--- src/rtl/boot_sel_pkg.sv ---
package boot_sel_pkg;
  localparam int ADDR_W = 16;
  localparam int VEC_W  = 8;
  localparam int CTL_W  = 8;
  localparam int LOW_W  = ADDR_W - VEC_W;

  typedef enum logic [1:0] {
    ENTRY_APP  = 2'd0,
    ENTRY_USER = 2'd1,
    ENTRY_ROM  = 2'd2
  } entry_kind_e;

  typedef enum logic [1:0] {
    SEQ_SAMPLE = 2'd0,
    SEQ_HW     = 2'd1,
    SEQ_SW     = 2'd2,
    SEQ_HOLD   = 2'd3
  } seq_state_e;

  typedef struct packed {
    logic              map_en;
    logic [ADDR_W-1:0] start;
    logic [CTL_W-1:0]  fctl;
  } hw_result_t;

  typedef struct packed {
    entry_kind_e       kind;
    logic [ADDR_W-1:0] addr;
  } sw_result_t;

  // Hardware stage: the pin wins over the fuse.
  function automatic hw_result_t hw_decide(
    input logic              pin_req,
    input logic              fuse_prog,
    input logic [ADDR_W-1:0] boot_base,
    input logic [CTL_W-1:0]  pin_mark,
    input logic [CTL_W-1:0]  norm_mark
  );
    hw_result_t r;
    if (pin_req) begin
      r.map_en = 1'b1;
      r.start  = boot_base;
      r.fctl   = pin_mark;
    end else if (fuse_prog) begin
      r.map_en = 1'b1;
      r.start  = boot_base;
      r.fctl   = norm_mark;
    end else begin
      r.map_en = 1'b0;
      r.start  = '0;
      r.fctl   = norm_mark;
    end
    return r;
  endfunction

  // Software stage: the marker and the vector pick the entry point.
  function automatic sw_result_t sw_decide(
    input hw_result_t        hw,
    input logic [VEC_W-1:0]  vec,
    input logic [VEC_W-1:0]  vec_limit,
    input logic [ADDR_W-1:0] boot_base,
    input logic [CTL_W-1:0]  pin_mark
  );
    sw_result_t r;
    if (!hw.map_en) begin
      r.kind = ENTRY_APP;
      r.addr = hw.start;
    end else if (hw.fctl == pin_mark) begin
      r.kind = ENTRY_ROM;
      r.addr = boot_base;
    end else if (vec < vec_limit) begin
      r.kind = ENTRY_USER;
      r.addr = {vec, {LOW_W{1'b0}}};
    end else begin
      r.kind = ENTRY_ROM;
      r.addr = boot_base;
    end
    return r;
  endfunction
endpackage

--- src/rtl/boot_seq_ctrl.sv ---
module boot_seq_ctrl
  import boot_sel_pkg::*;
(
  input  logic clk,
  input  logic rst_n,
  output logic sample_fire,
  output logic hw_fire,
  output logic sw_fire
);
  seq_state_e state_q;

  assign sample_fire = (state_q == SEQ_SAMPLE);
  assign hw_fire     = (state_q == SEQ_HW);
  assign sw_fire     = (state_q == SEQ_SW);

  always_ff @(posedge clk or negedge rst_n) begin
    if (!rst_n) begin
      state_q <= SEQ_SAMPLE;
    end else begin
      unique case (state_q)
        SEQ_SAMPLE: state_q <= SEQ_HW;
        SEQ_HW:     state_q <= SEQ_SW;
        SEQ_SW:     state_q <= SEQ_HOLD;
        default:    state_q <= SEQ_HOLD;
      endcase
    end
  end
endmodule

--- src/rtl/boot_input_latch.sv ---
module boot_input_latch
  import boot_sel_pkg::*;
(
  input  logic             clk,
  input  logic             rst_n,
  input  logic             sample_fire,
  input  logic             isp_n,
  input  logic             jump_fuse_n,
  input  logic [VEC_W-1:0] boot_vec,
  output logic             isp_q,
  output logic             fuse_q,
  output logic [VEC_W-1:0] vec_q
);
  always_ff @(posedge clk or negedge rst_n) begin
    if (!rst_n) begin
      isp_q  <= 1'b1;
      fuse_q <= 1'b1;
      vec_q  <= '1;
    end else if (sample_fire) begin
      isp_q  <= isp_n;
      fuse_q <= jump_fuse_n;
      vec_q  <= boot_vec;
    end
  end
endmodule

--- src/rtl/boot_hw_stage.sv ---
module boot_hw_stage
  import boot_sel_pkg::*;
#(
  parameter logic [ADDR_W-1:0] BOOT_BASE = 16'hF000,
  parameter logic [CTL_W-1:0]  PIN_MARK  = 8'h00,
  parameter logic [CTL_W-1:0]  NORM_MARK = 8'hF0
) (
  input  logic       clk,
  input  logic       rst_n,
  input  logic       hw_fire,
  input  logic       isp_q,
  input  logic       fuse_q,
  output hw_result_t hw_q
);
  hw_result_t hw_d;

  always_comb hw_d = hw_decide(!isp_q, !fuse_q, BOOT_BASE, PIN_MARK, NORM_MARK);

  always_ff @(posedge clk or negedge rst_n) begin
    if (!rst_n)       hw_q <= '0;
    else if (hw_fire) hw_q <= hw_d;
  end
endmodule

--- src/rtl/boot_sw_stage.sv ---
module boot_sw_stage
  import boot_sel_pkg::*;
#(
  parameter logic [ADDR_W-1:0] BOOT_BASE = 16'hF000,
  parameter logic [CTL_W-1:0]  PIN_MARK  = 8'h00,
  parameter logic [VEC_W-1:0]  VEC_LIMIT = 8'hF0
) (
  input  logic             clk,
  input  logic             rst_n,
  input  logic             sw_fire,
  input  hw_result_t       hw_q,
  input  logic [VEC_W-1:0] vec_q,
  output sw_result_t       sw_q,
  output logic             done_q
);
  sw_result_t sw_d;

  always_comb sw_d = sw_decide(hw_q, vec_q, VEC_LIMIT, BOOT_BASE, PIN_MARK);

  always_ff @(posedge clk or negedge rst_n) begin
    if (!rst_n) begin
      sw_q   <= '{kind: ENTRY_APP, addr: '0};
      done_q <= 1'b0;
    end else begin
      done_q <= sw_fire;
      if (sw_fire) sw_q <= sw_d;
    end
  end
endmodule

--- src/rtl/boot_entry_sel.sv ---
module boot_entry_sel
  import boot_sel_pkg::*;
#(
  parameter logic [ADDR_W-1:0] BOOT_BASE = 16'hF000,
  parameter logic [CTL_W-1:0]  PIN_MARK  = 8'h00,
  parameter logic [CTL_W-1:0]  NORM_MARK = 8'hF0,
  parameter logic [VEC_W-1:0]  VEC_LIMIT = 8'hF0
) (
  input  logic              clk,
  input  logic              rst_n,
  input  logic              isp_n,
  input  logic              jump_fuse_n,
  input  logic [VEC_W-1:0]  boot_vec,
  output logic              boot_map_en,
  output logic [ADDR_W-1:0] start_addr,
  output logic [CTL_W-1:0]  flash_ctl,
  output logic [ADDR_W-1:0] entry_addr,
  output logic [1:0]        entry_kind,
  output logic              done
);
  logic             sample_fire, hw_fire, sw_fire;
  logic             isp_q, fuse_q;
  logic [VEC_W-1:0] vec_q;
  hw_result_t       hw_q;
  sw_result_t       sw_q;

  boot_seq_ctrl u_seq (
    .clk(clk), .rst_n(rst_n),
    .sample_fire(sample_fire), .hw_fire(hw_fire), .sw_fire(sw_fire)
  );

  boot_input_latch u_latch (
    .clk(clk), .rst_n(rst_n), .sample_fire(sample_fire),
    .isp_n(isp_n), .jump_fuse_n(jump_fuse_n), .boot_vec(boot_vec),
    .isp_q(isp_q), .fuse_q(fuse_q), .vec_q(vec_q)
  );

  boot_hw_stage #(
    .BOOT_BASE(BOOT_BASE), .PIN_MARK(PIN_MARK), .NORM_MARK(NORM_MARK)
  ) u_hw (
    .clk(clk), .rst_n(rst_n), .hw_fire(hw_fire),
    .isp_q(isp_q), .fuse_q(fuse_q), .hw_q(hw_q)
  );

  boot_sw_stage #(
    .BOOT_BASE(BOOT_BASE), .PIN_MARK(PIN_MARK), .VEC_LIMIT(VEC_LIMIT)
  ) u_sw (
    .clk(clk), .rst_n(rst_n), .sw_fire(sw_fire),
    .hw_q(hw_q), .vec_q(vec_q), .sw_q(sw_q), .done_q(done)
  );

  assign boot_map_en = hw_q.map_en;
  assign start_addr  = hw_q.start;
  assign flash_ctl   = hw_q.fctl;
  assign entry_addr  = sw_q.addr;
  assign entry_kind  = sw_q.kind;
endmodule

--- config.mk ---
export PLATFORM = sky130hd
export DESIGN_NAME = boot_entry_sel
export DESIGN_NICKNAME = d
export VERILOG_FILES = /design/src/rtl/boot_sel_pkg.sv /design/src/rtl/boot_seq_ctrl.sv /design/src/rtl/boot_input_latch.sv /design/src/rtl/boot_hw_stage.sv /design/src/rtl/boot_sw_stage.sv /design/src/rtl/boot_entry_sel.sv
export SDC_FILE = /design/constraint.sdc
export NUM_CORES = 1
export LEC_CHECK = 0
export ABC_AREA = 1
export BUFFER_PORTS_ARGS = -buffer_cell sky130_fd_sc_hd__buf_2
export CAP_MARGIN = 40
export CORE_AREA = 2 2 68 70
export CTS_CLUSTER_SIZE = 25
export DETAILED_ROUTE_END_ITERATION = 16
export DIE_AREA = 0 0 70 72
export GPL_TIMING_DRIVEN = 0
export PLACE_DENSITY = 0.56
export REMOVE_ABC_BUFFERS = 1
export SLEW_MARGIN = 0
export SYNTH_ARGS = -nofsm -noshare
export SYNTH_HDL_FRONTEND = slang
export SYNTH_SLANG_ARGS = --single-unit
--- constraint.sdc ---
create_clock -name clk -period 1 [get_ports clk]
set_input_delay 0.2 -clock clk [delete_from_list [all_inputs] [get_ports clk]]
set_output_delay 0.2 -clock clk [all_outputs]
set_load 0.02 [all_outputs]
==> flow_summary.ini, run 1 <==
[run]
cap_viol_max_count = 0

[placement]
dpl.cell_count = 210
dpl_cell_area_um2 = 1290
place.gp.congestion = 0.696
io_buffers = 31
pre_cts_ws_ns = -0.336
dp_hpwl_um = 1530

[finish]
fin_nets = 198
utilization = 0.397
fin_area_um2 = 1690
n_antenna_cell = 0
drive_gt1_frac = 0.519
fin_cells = 237
syn2layout_area_growth_pct = 36.9

[detailed_routing]
drc_errors = 0
avgViaCountPerCell = 3.96
drt_wl_total_um = 2480
first_pass_iters = 4
wire_per_inst_um = 10.5
drt-initial-drc-count = 29
num_vias = 938
drtAntennaViolNets = 0

[global_route]
grt_pass1_vias = 875
track_usage = 0.101
grt_overflow = 0
antenna_found_initial = 0
grt_max_degree = 26
grt_pass1_wl_um = 3970

[power_and_ir_drop]
leakage_nw = 0.893
p_total_mw = 2.12
vdd_drop_max_mv = 0.387
p_per_area_nw_per_um2 = 1250

[logic_synthesis]
yosys-top-cells-count = nand2_1 (52), buf_4 (33), dfrtp_1 (15)
synth_top_area_share = 0.304
synthSimpleGateAreaFrac = 0.216
post-synth-top-count-cell = nand2_1
syn_area_per_cell_um2 = 9.02
synth-adder-area-share = 0
yosysWarnings = 0
synth_cell_types = 15
synth_top_family_by_area = buffers and inverters
ys.flop_type = dfrtp_1
synth.area.top_cells = dfrtp_1 (30%), dfstp_2 (21%), buf_4 (20%)
synthArstFlopShare = 1.00
synthMuxAreaShare = 0
synth_seq_cells = 25
synth_top_area_cell = dfrtp_1
syn_area_um2 = 1240
yosysSeqAreaShare = 0.516
synth_edf_count = 0
syn_inst = 137
yosys.area_share.xor_xnor = 0
synth_compound_area_frac = 0.0405

[cts]
ctsHtreeMaxLevel = 1
root_buffer = clkbuf_8
clockBufferDepth = 2
cts_buffers = 3
cts_tree = done
cts_sinks = 25
clock_latency_ns = 0.27
clk_pin_slew_ns = 0.09

[timing]
worstMarginPinSlew_ns = 0.544
fmax_mhz = 919
finalCritPeriodShare = 1.09
setup_ws_ns = -0.0879
skew_ns = 0.00460
hold_slack_ns = 0.115
setup_tns_ns = -0.944
finalHoldViolations = 0
drv_slew = 0
min_period_ns = 1.09
setup_viol = 23
slew_headroom = 0.637
rsz0062_at_grt = true

[worst_setup_path]
critical_path_class = reg -> out
r2r_end = u_sw.sw_q[9]$_DFFE_PN0P_
worstReg2RegStart = u_latch.vec_q[7]$_DFFE_PN1N_
worst_setup_path_start_kind = register
cp_slowest_cell = dfrtp_2
cp.required_ns = 0.80
cp_top_family = flip-flops
cp_num_cells = 1
reg2reg_slack_ns = -0.03
arrival_ns = 0.89
cpPeakStageDelay_ns = 0.45
critical_path.max_fanout = 6
endpoint_kind = output port
r2r_cells = 5
cp_num_buf_inv = 1
crit_path_cell_trace = buf_2

[worst_hold_path]
hp-class = in -> reg
hold_depth = 3
worstHoldEndpoint = u_latch.vec_q[2]$_DFFE_PN1N_
min_from = boot_vec[2]

[status]
violations = negative setup slack
status = complete, but fails checks

[die]
boundaryPins = 56
placementRows = 24
core_area_um2 = 4260
fp.dieW_um = 70
dieArea_um2 = 5040
die_y_um = 72
start_util = 0.290
[routing by layer]
layer,share of wire,track usage
met2,0.54,0.176
met1,0.40,0.123
met5,0,0
met4,0.0093,0.0385
met3,0.050,0.0222
[worst reg2reg max path, cell delays in order (launching register included)]
cell	delay (ns)
dfstp_2	0.55
nand2_2	0.06
nor2_4	0.12
nor2_4	0.08
nand3_1	0.08
nand2_1	0.05
[cells in the final DEF, fill, tap and decap left out, drive strengths merged]
master / count
nand2: 53
buf: 52
conb: 24
dfrtp: 15
dfstp: 10
inv: 8
o21ai: 7
nor2: 6
nand3: 4
clkbuf: 3
a22oi: 1
clkinv: 1
dlygate4sd3: 1
[registers in the layout (all words and copies together), names as in the netlist]
signal          cells
u_sw.sw_q          10
u_sw.done_q         1
u_seq.state_q       2
u_latch.isp_q       1
u_latch.vec_q       8
u_hw.hw_q           2
u_latch.fuse_q      1
[where the power goes]
part / switching [mW] / total [mW] / internal [mW]
clock: 0.324 / 0.603 / 0.279
combinational: 0.242 / 0.399 / 0.157
sequential: 0.0373 / 1.12 / 1.08
[repair_timing]
| action | in CTS | in global routing |
|---|---|---|
| hold endpoints to repair | 15 | 0 |
| setup endpoints to repair | 39 | 43 |
| pin swaps | 5 | 10 |
| gates cloned | 1 | 0 |
| buffers inserted | 16 | 5 |
| hold buffers | 1 | 0 |
| gates resized for setup | 29 | 30 |
[area by class of cell]
class / instances / area (um2)
Tap cell: 52 / 65.1
Clock inverter: 1 / 5.00
Sequential cell: 25 / 642
Inverter: 8 / 32.5
Multi-Input combinational cell: 95 / 489
Clock buffer: 3 / 41.3
Timing Repair Buffer: 53 / 418
Fill cell: 446 / 2570
[how the worst max path moves through the flow]
stage,startpoint,to
after floorplan,u_hw.hw_q[22]$_DFFE_PN0N_,u_sw.sw_q[17]$_DFFE_PN0P_
after global placement,u_seq.state_q[1]$_DFF_PN0_,u_latch.vec_q[0]$_DFFE_PN1N_
after detailed placement,u_seq.state_q[1]$_DFF_PN0_,u_latch.vec_q[3]$_DFFE_PN1N_
after CTS,u_hw.hw_q[6]$_DFFE_PN0N_,flash_ctl[5]
after global routing,u_hw.hw_q[6]$_DFFE_PN0N_,u_sw.sw_q[9]$_DFFE_PN0P_
final,u_hw.hw_q[6]$_DFFE_PN0N_,flash_ctl[7]
[cell families after synthesis]
logic type | Yosys count
and+or+nand+nor | 62
AOI/OAI and AO/OA | 8
other | 1
buffers and inverters | 41
DFF | 25
Power figures use the tool's default switching activity.
==> run 2, diff against run 1 <==
- CORE_AREA: 2 2 68 70 -> 2 2 78 80
- DIE_AREA: 0 0 70 72 -> 0 0 80 82
- PLACE_DENSITY: 0.56 -> 0.54
- SYNTH_HIERARCHICAL: default -> 1
==> flow_summary.ini, run 2 <==
[status]
status = complete, but fails checks
violations = negative hold slack, negative setup slack

[finish]
n_antenna_cell = 0
largest_registers = u_sw/sw_q x18, u_latch/vec_q x8
drive_gt1_frac = 0.422
seq_area_um2 = 842
fin_nets = 288
final_cell_mix = nand2_1 (89), buf_6 (31), dfrtp_1 (20)
largest-register = u_sw/sw_q
utilization = 0.429
fin_area_um2 = 2460
largest_register_ff_count = 18
final_common_cell = nand2_1
syn2layout_area_growth_pct = 46.8
multi_input_area_um2 = 661
nFillCells = 593

[die]
placementRows = 28
start_util = 0.292
die_y_um = 82
boundaryPins = 56
dieArea_um2 = 6560
fp.dieW_um = 80
core_area_um2 = 5750

[timing]
slew_headroom = 0.522
setup_ws_ns = -0.150
setup_viol = 51
skew_ns = 0.00638
worstMarginPinSlew_ns = 0.717
setup_tns_ns = -3.59
finalCritPeriodShare = 1.15
min_period_ns = 1.15
drv_slew = 0
finalHoldViolations = 23
hold_slack_ns = -0.0307
rsz0062_at_grt = true
fmax_mhz = 870

[cts]
clock_latency_ns = 0.28
clk_pin_slew_ns = 0.07
root_buffer = clkbuf_8
cts_tree = done
clockBufferDepth = 2
cts_sinks = 33
ctsHtreeMaxLevel = 2
cts_buffers = 5

[detailed_routing]
num_vias = 1420
wire_per_inst_um = 11.2
drt-initial-drc-count = 34
first_pass_iters = 4
drtAntennaViolNets = 0
drc_errors = 0
drt_wl_total_um = 3940
avgViaCountPerCell = 4.03

[worst_setup_path]
cp.required_ns = 1.17
worst_setup_path_start_kind = register
critical_path.max_fanout = 6
endpoint_kind = register
arrival_ns = 1.32
critical_path_class = reg -> reg

[placement]
dp_hpwl_um = 2370
dpl_cell_area_um2 = 1810
place.gp.congestion = 0.741
io_buffers = 39

[worst_hold_path]
hp-class = in -> async

[logic_synthesis]
post-synth-top-count-cell = nand2_1
synth_cell_types = 15
yosysSeqAreaShare = 0.500
syn_area_um2 = 1680
ys.flop_type = dfrtp_1
synthArstFlopShare = 1.00
yosysWarnings = 6
synth_top_area_share = 0.343
syn_inst = 210
synth_edf_count = 0
synth_seq_cells = 33
syn_area_per_cell_um2 = 7.99
synth.area.top_cells = dfrtp_1 (34%), nand2_1 (22%), dfstp_2 (16%)
yosys-top-cells-count = nand2_1 (99), buf_4 (23), dfrtp_1 (23)
synth_top_area_cell = dfrtp_1

[global_route]
grt_overflow = 0
grt_util_met1 = 0.135
grt_max_degree = 34
track_usage = 0.125
grt_pass1_vias = 1380
use_met2 = 0.227
met3_usage = 0.0330
antenna_found_initial = 0
grt_pass1_wl_um = 6150
top_usage_layer = met2

[run]
cap_viol_max_count = 0

[power_and_ir_drop]
p_per_area_nw_per_um2 = 1320
vdd_drop_max_mv = 0.511
leakage_nw = 1.31
p_total_mw = 3.25
==> run 2: changes by cell type after synthesis, sizes merged <==
cell	previous run	this run
nand2	53	102
nand3	4	12
nor2	5	9
dfrtp	15	23
inv	8	19
a22oi	1	0
nand4	0	5
buf	33	28
o21ai	7	1
==> run 2: metal layers <==
| metal | routed length (um) | vias to the layer above |
|---|---|---|
| met1 | 1650 | 646 |
| met2 | 2050 | 36 |
| met4 | 36 | 0 |
| li1 | - | 734 |
| met3 | 197 | 4 |
| met5 | 0 | - |
==> run 2: through the flow <==
step | instances | setup slack (ns)
after floorplan | 197 | -0.833
after global placement | 311 | -1.38
after detailed placement | 313 | -0.447
after CTS | 344 | -0.137
after global routing | 352 | -0.223
final | 352 | -0.150
==> run 2: final cells by class <==
type                    count  share of cell area
repair buffers             68               0.255
flip-flops and latches     33               0.342
inverters                  19              0.0381
clock inverters             1              0.0122
multi-input cells         146               0.268
well taps                  75              0.0381
repair inverters            3              0.0117
clock buffers               7              0.0351
==> run 2: worst max-delay path: stages (launching register included) <==
cell     delay (ns)
dfrtp_1        0.39
inv_2          0.09
nor2_4         0.04
buf_6          0.12
buf_6          0.12
nand2_8        0.08
inv_6          0.04
nand4_1        0.09
nand2_1        0.06
==> run 2: report_power, final <==
group	internal [mW]	leakage, nW	switching [mW]	total (mW)
Combinational	0.205	0.869	0.281	0.486
Clock	0.812	0.0585	0.473	1.28
Sequential	1.42	0.381	0.0554	1.48
Total	2.44	1.31	0.809	3.25
==> run 2: kinds of logic (layout without fill, tap and decap cells) <==
logic type,count (synthesis),in the layout,synth area share
simple gates,128,129,0.316
buf+inv,47,98,0.179
flops,33,33,0.500
other cells,1,16,0.00223
compound gates,1,1,0.00298
==> run 2: worst paths after layout <==
kind,from,endpoint,slack (ns),depth (start not counted)
max in group asynchronous,rst_n,u_hw/hw_q[6]$_DFFE_PN0P_,0.53,1
min in group clk,boot_vec[7],u_latch/vec_q[7]$_DFFE_PN1P_,0.10,3
worst min-delay path,rst_n,u_sw/sw_q[7]$_DFFE_PN0P_,-0.03,1
worst max-delay path,u_seq/state_q[1]$_DFF_PN0_,u_sw/sw_q[8]$_DFFE_PN0P_,-0.15,8
worst min register to register,u_latch/vec_q[2]$_DFFE_PN1P_,u_latch/vec_q[2]$_DFFE_PN1P_,0.46,2
worst max register to register,u_seq/state_q[1]$_DFF_PN0_,u_sw/sw_q[8]$_DFFE_PN0P_,-0.15,8
==> run 2: timing repair <==
action | CTS | global route
pin swaps | 10 | 0
gates resized for setup | 72 | 20
setup endpoints to repair | 56 | 59
buffers inserted | 20 | 8
gates cloned | 3 | 1
endpoints found under the hold margin | 17 | 0
==> run 3, diff against run 2 <==
- ABC_AREA: 1 -> default
==> flow_summary.ini, run 3 <==
[status]
violations = negative hold slack, negative setup slack
status = complete, but fails checks

[timing]
rsz0062_at_grt = true
min_period_ns = 1.55
finalCritPeriodShare = 1.55
setup_tns_ns = -9.69
setup_viol = 51
slew_headroom = 0.500
drv_slew = 0
fmax_mhz = 647
skew_ns = 0.00348
hold_slack_ns = -0.0135
finalHoldViolations = 23
setup_ws_ns = -0.545
worstMarginPinSlew_ns = 0.750

[global_route]
grt_pass1_vias = 1107
antenna_found_initial = 0
track_usage = 0.110
grt_max_degree = 34
grt_overflow = 0
grt_pass1_wl_um = 5330

[placement]
dp_hpwl_um = 2160
place.gp.congestion = 0.707
io_buffers = 39

[detailed_routing]
drt-initial-drc-count = 28
num_vias = 1096
first_pass_iters = 3
wire_per_inst_um = 12.6
drt_wl_total_um = 3400
drc_errors = 0
avgViaCountPerCell = 4.06
drtAntennaViolNets = 0

[logic_synthesis]
yosys-top-cells-count = buf_4 (23), dfrtp_1 (23), inv_1 (18)
synth_edf_count = 0
synth_top_area_cell = dfrtp_1
synth_cell_types = 26
synth_top_area_share = 0.347
syn_area_um2 = 1660
syn_inst = 139
yosysSeqAreaShare = 0.505
synth.area.top_cells = dfrtp_1 (35%), dfstp_2 (16%), buf_4 (10%)
syn_area_per_cell_um2 = 11.9
synthArstFlopShare = 1.00
synth_seq_cells = 33
yosysWarnings = 6
ys.flop_type = dfrtp_1

[finish]
utilization = 0.400
drive_gt1_frac = 0.549
n_antenna_cell = 0
final_common_cell = buf_6
syn2layout_area_growth_pct = 38.4
fin_nets = 206
final_cell_mix = buf_6 (34), dfrtp_1 (21), inv_1 (18)
nFillCells = 564
largest-register = u_sw/sw_q
largest_register_ff_count = 18
largest_registers = u_sw/sw_q x18, u_latch/vec_q x8

[worst_setup_path]
cp_top_family = simple AND/OR/NAND/NOR gates
endpoint_kind = register
arrival_ns = 1.70
critical_path_class = reg -> reg
worst_setup_path_start_kind = register
cpPeakStageDelay_ns = 0.57
cp_slowest_cell = or4_4
critical_path.max_fanout = 5
cp.required_ns = 1.15
crit_path_cell_trace = or4_4, o211ai_4, o221ai_2
cp_num_buf_inv = 0

[cts]
postCtsHoldBufs = 0
root_buffer = clkbuf_8
ctsHtreeMaxLevel = 2
clk_pin_slew_ns = 0.07
clockBufferDepth = 2
cts_tree = done
cts_buffers = 5
clock_latency_ns = 0.28
cts_sinks = 33

[die]
core_area_um2 = 5750
start_util = 0.289
boundaryPins = 56
placementRows = 28
fp.dieW_um = 80
die_y_um = 82
dieArea_um2 = 6560

[worst_hold_path]
hp-class = in -> async

[run]
cap_viol_max_count = 0

[power_and_ir_drop]
leakage_nw = 1.08
vdd_drop_max_mv = 0.774
p_per_area_nw_per_um2 = 1290
## run 3: cell types whose count changed after synthesis, sizes merged, moves of 7 or more
cell    previous run  this run
mux2               0        11
nand2            102         0
nand3             12         0
nand3b             0        12
nor2               9         2
o21ai              1        11
## run 3: layer usage
| metal | GRT usage | part of all wire | wire (um) | up-vias |
|---|---|---|---|---|
| li1 | - | - | - | 544 |
| met1 | 0.129 | 0.43 | 1460 | 507 |
| met2 | 0.189 | 0.50 | 1690 | 39 |
| met3 | 0.0374 | 0.057 | 194 | 6 |
| met4 | 0.0356 | 0.013 | 44 | 0 |
| met5 | 0 | 0 | 0 | - |
## run 3: logic make-up after synthesis
group / Yosys count / synth area share
mux: 11 / 0.0995
flops: 33 / 0.505
simple gates: 26 / 0.112
other cells: 1 / 0.00226
buf+inv: 46 / 0.161
compound gates: 22 / 0.121
## run 3: cell type report
| cell class | count | area (um2) | area share |
|---|---|---|---|
| multi-input cells | 75 | 629 | 0.274 |
| clock buffers | 6 | 72.6 | 0.0316 |
| well taps | 75 | 93.8 | 0.0408 |
| flip-flops and latches | 33 | 843 | 0.367 |
| inverters | 18 | 67.6 | 0.0294 |
| clock inverters | 2 | 10.0 | 0.00436 |
| repair buffers | 61 | 581 | 0.253 |
## run 3: path summary, 6_finish.rpt
check	cells past startpoint	endpoint	startpoint	slack (ns)
max	3	u_sw/sw_q[10]$_DFFE_PN0P_	u_hw/hw_q[6]$_DFFE_PN0P_	-0.55
max in group asynchronous	1	u_hw/hw_q[22]$_DFFE_PN0P_	rst_n	0.46
min reg2reg	2	u_sw/sw_q[1]$_DFFE_PN0P_	u_sw/sw_q[1]$_DFFE_PN0P_	0.53
min	1	u_sw/sw_q[16]$_DFFE_PN0P_	rst_n	-0.01
min in group clk	2	u_latch/vec_q[2]$_DFFE_PN1P_	boot_vec[2]	0.15
max reg2reg	3	u_sw/sw_q[10]$_DFFE_PN0P_	u_hw/hw_q[6]$_DFFE_PN0P_	-0.55
## run 3: timing repair
action,in CTS,in global routing
buffers inserted,18,3
resized for setup,77,9
setup endpoints to repair,58,58
pin swaps,7,0
## run 3: per-stage QoR
stage                     cell area [um2]  hold slack (ns)  setup WS (ns)  cells  power, mW
final                                2300          -0.0135         -0.545    270       2.96
after global routing                 2300           0.0368         -0.606    270       3.14
after CTS                            2240          0.00387         -0.552    267       2.99
after detailed placement             1830            0.314         -0.864    242       1.86
after global placement               1810            0.319          -2.09    240       1.85
after floorplan                      1520          -0.0956          -1.31    126       1.72
## run 3: power breakdown
group | total [mW] | internal, mW | leakage (nW) | switching (mW)
logic | 0.516 | 0.255 | 0.654 | 0.261
clock network | 0.976 | 0.483 | 0.0450 | 0.493
registers | 1.47 | 1.42 | 0.382 | 0.0514
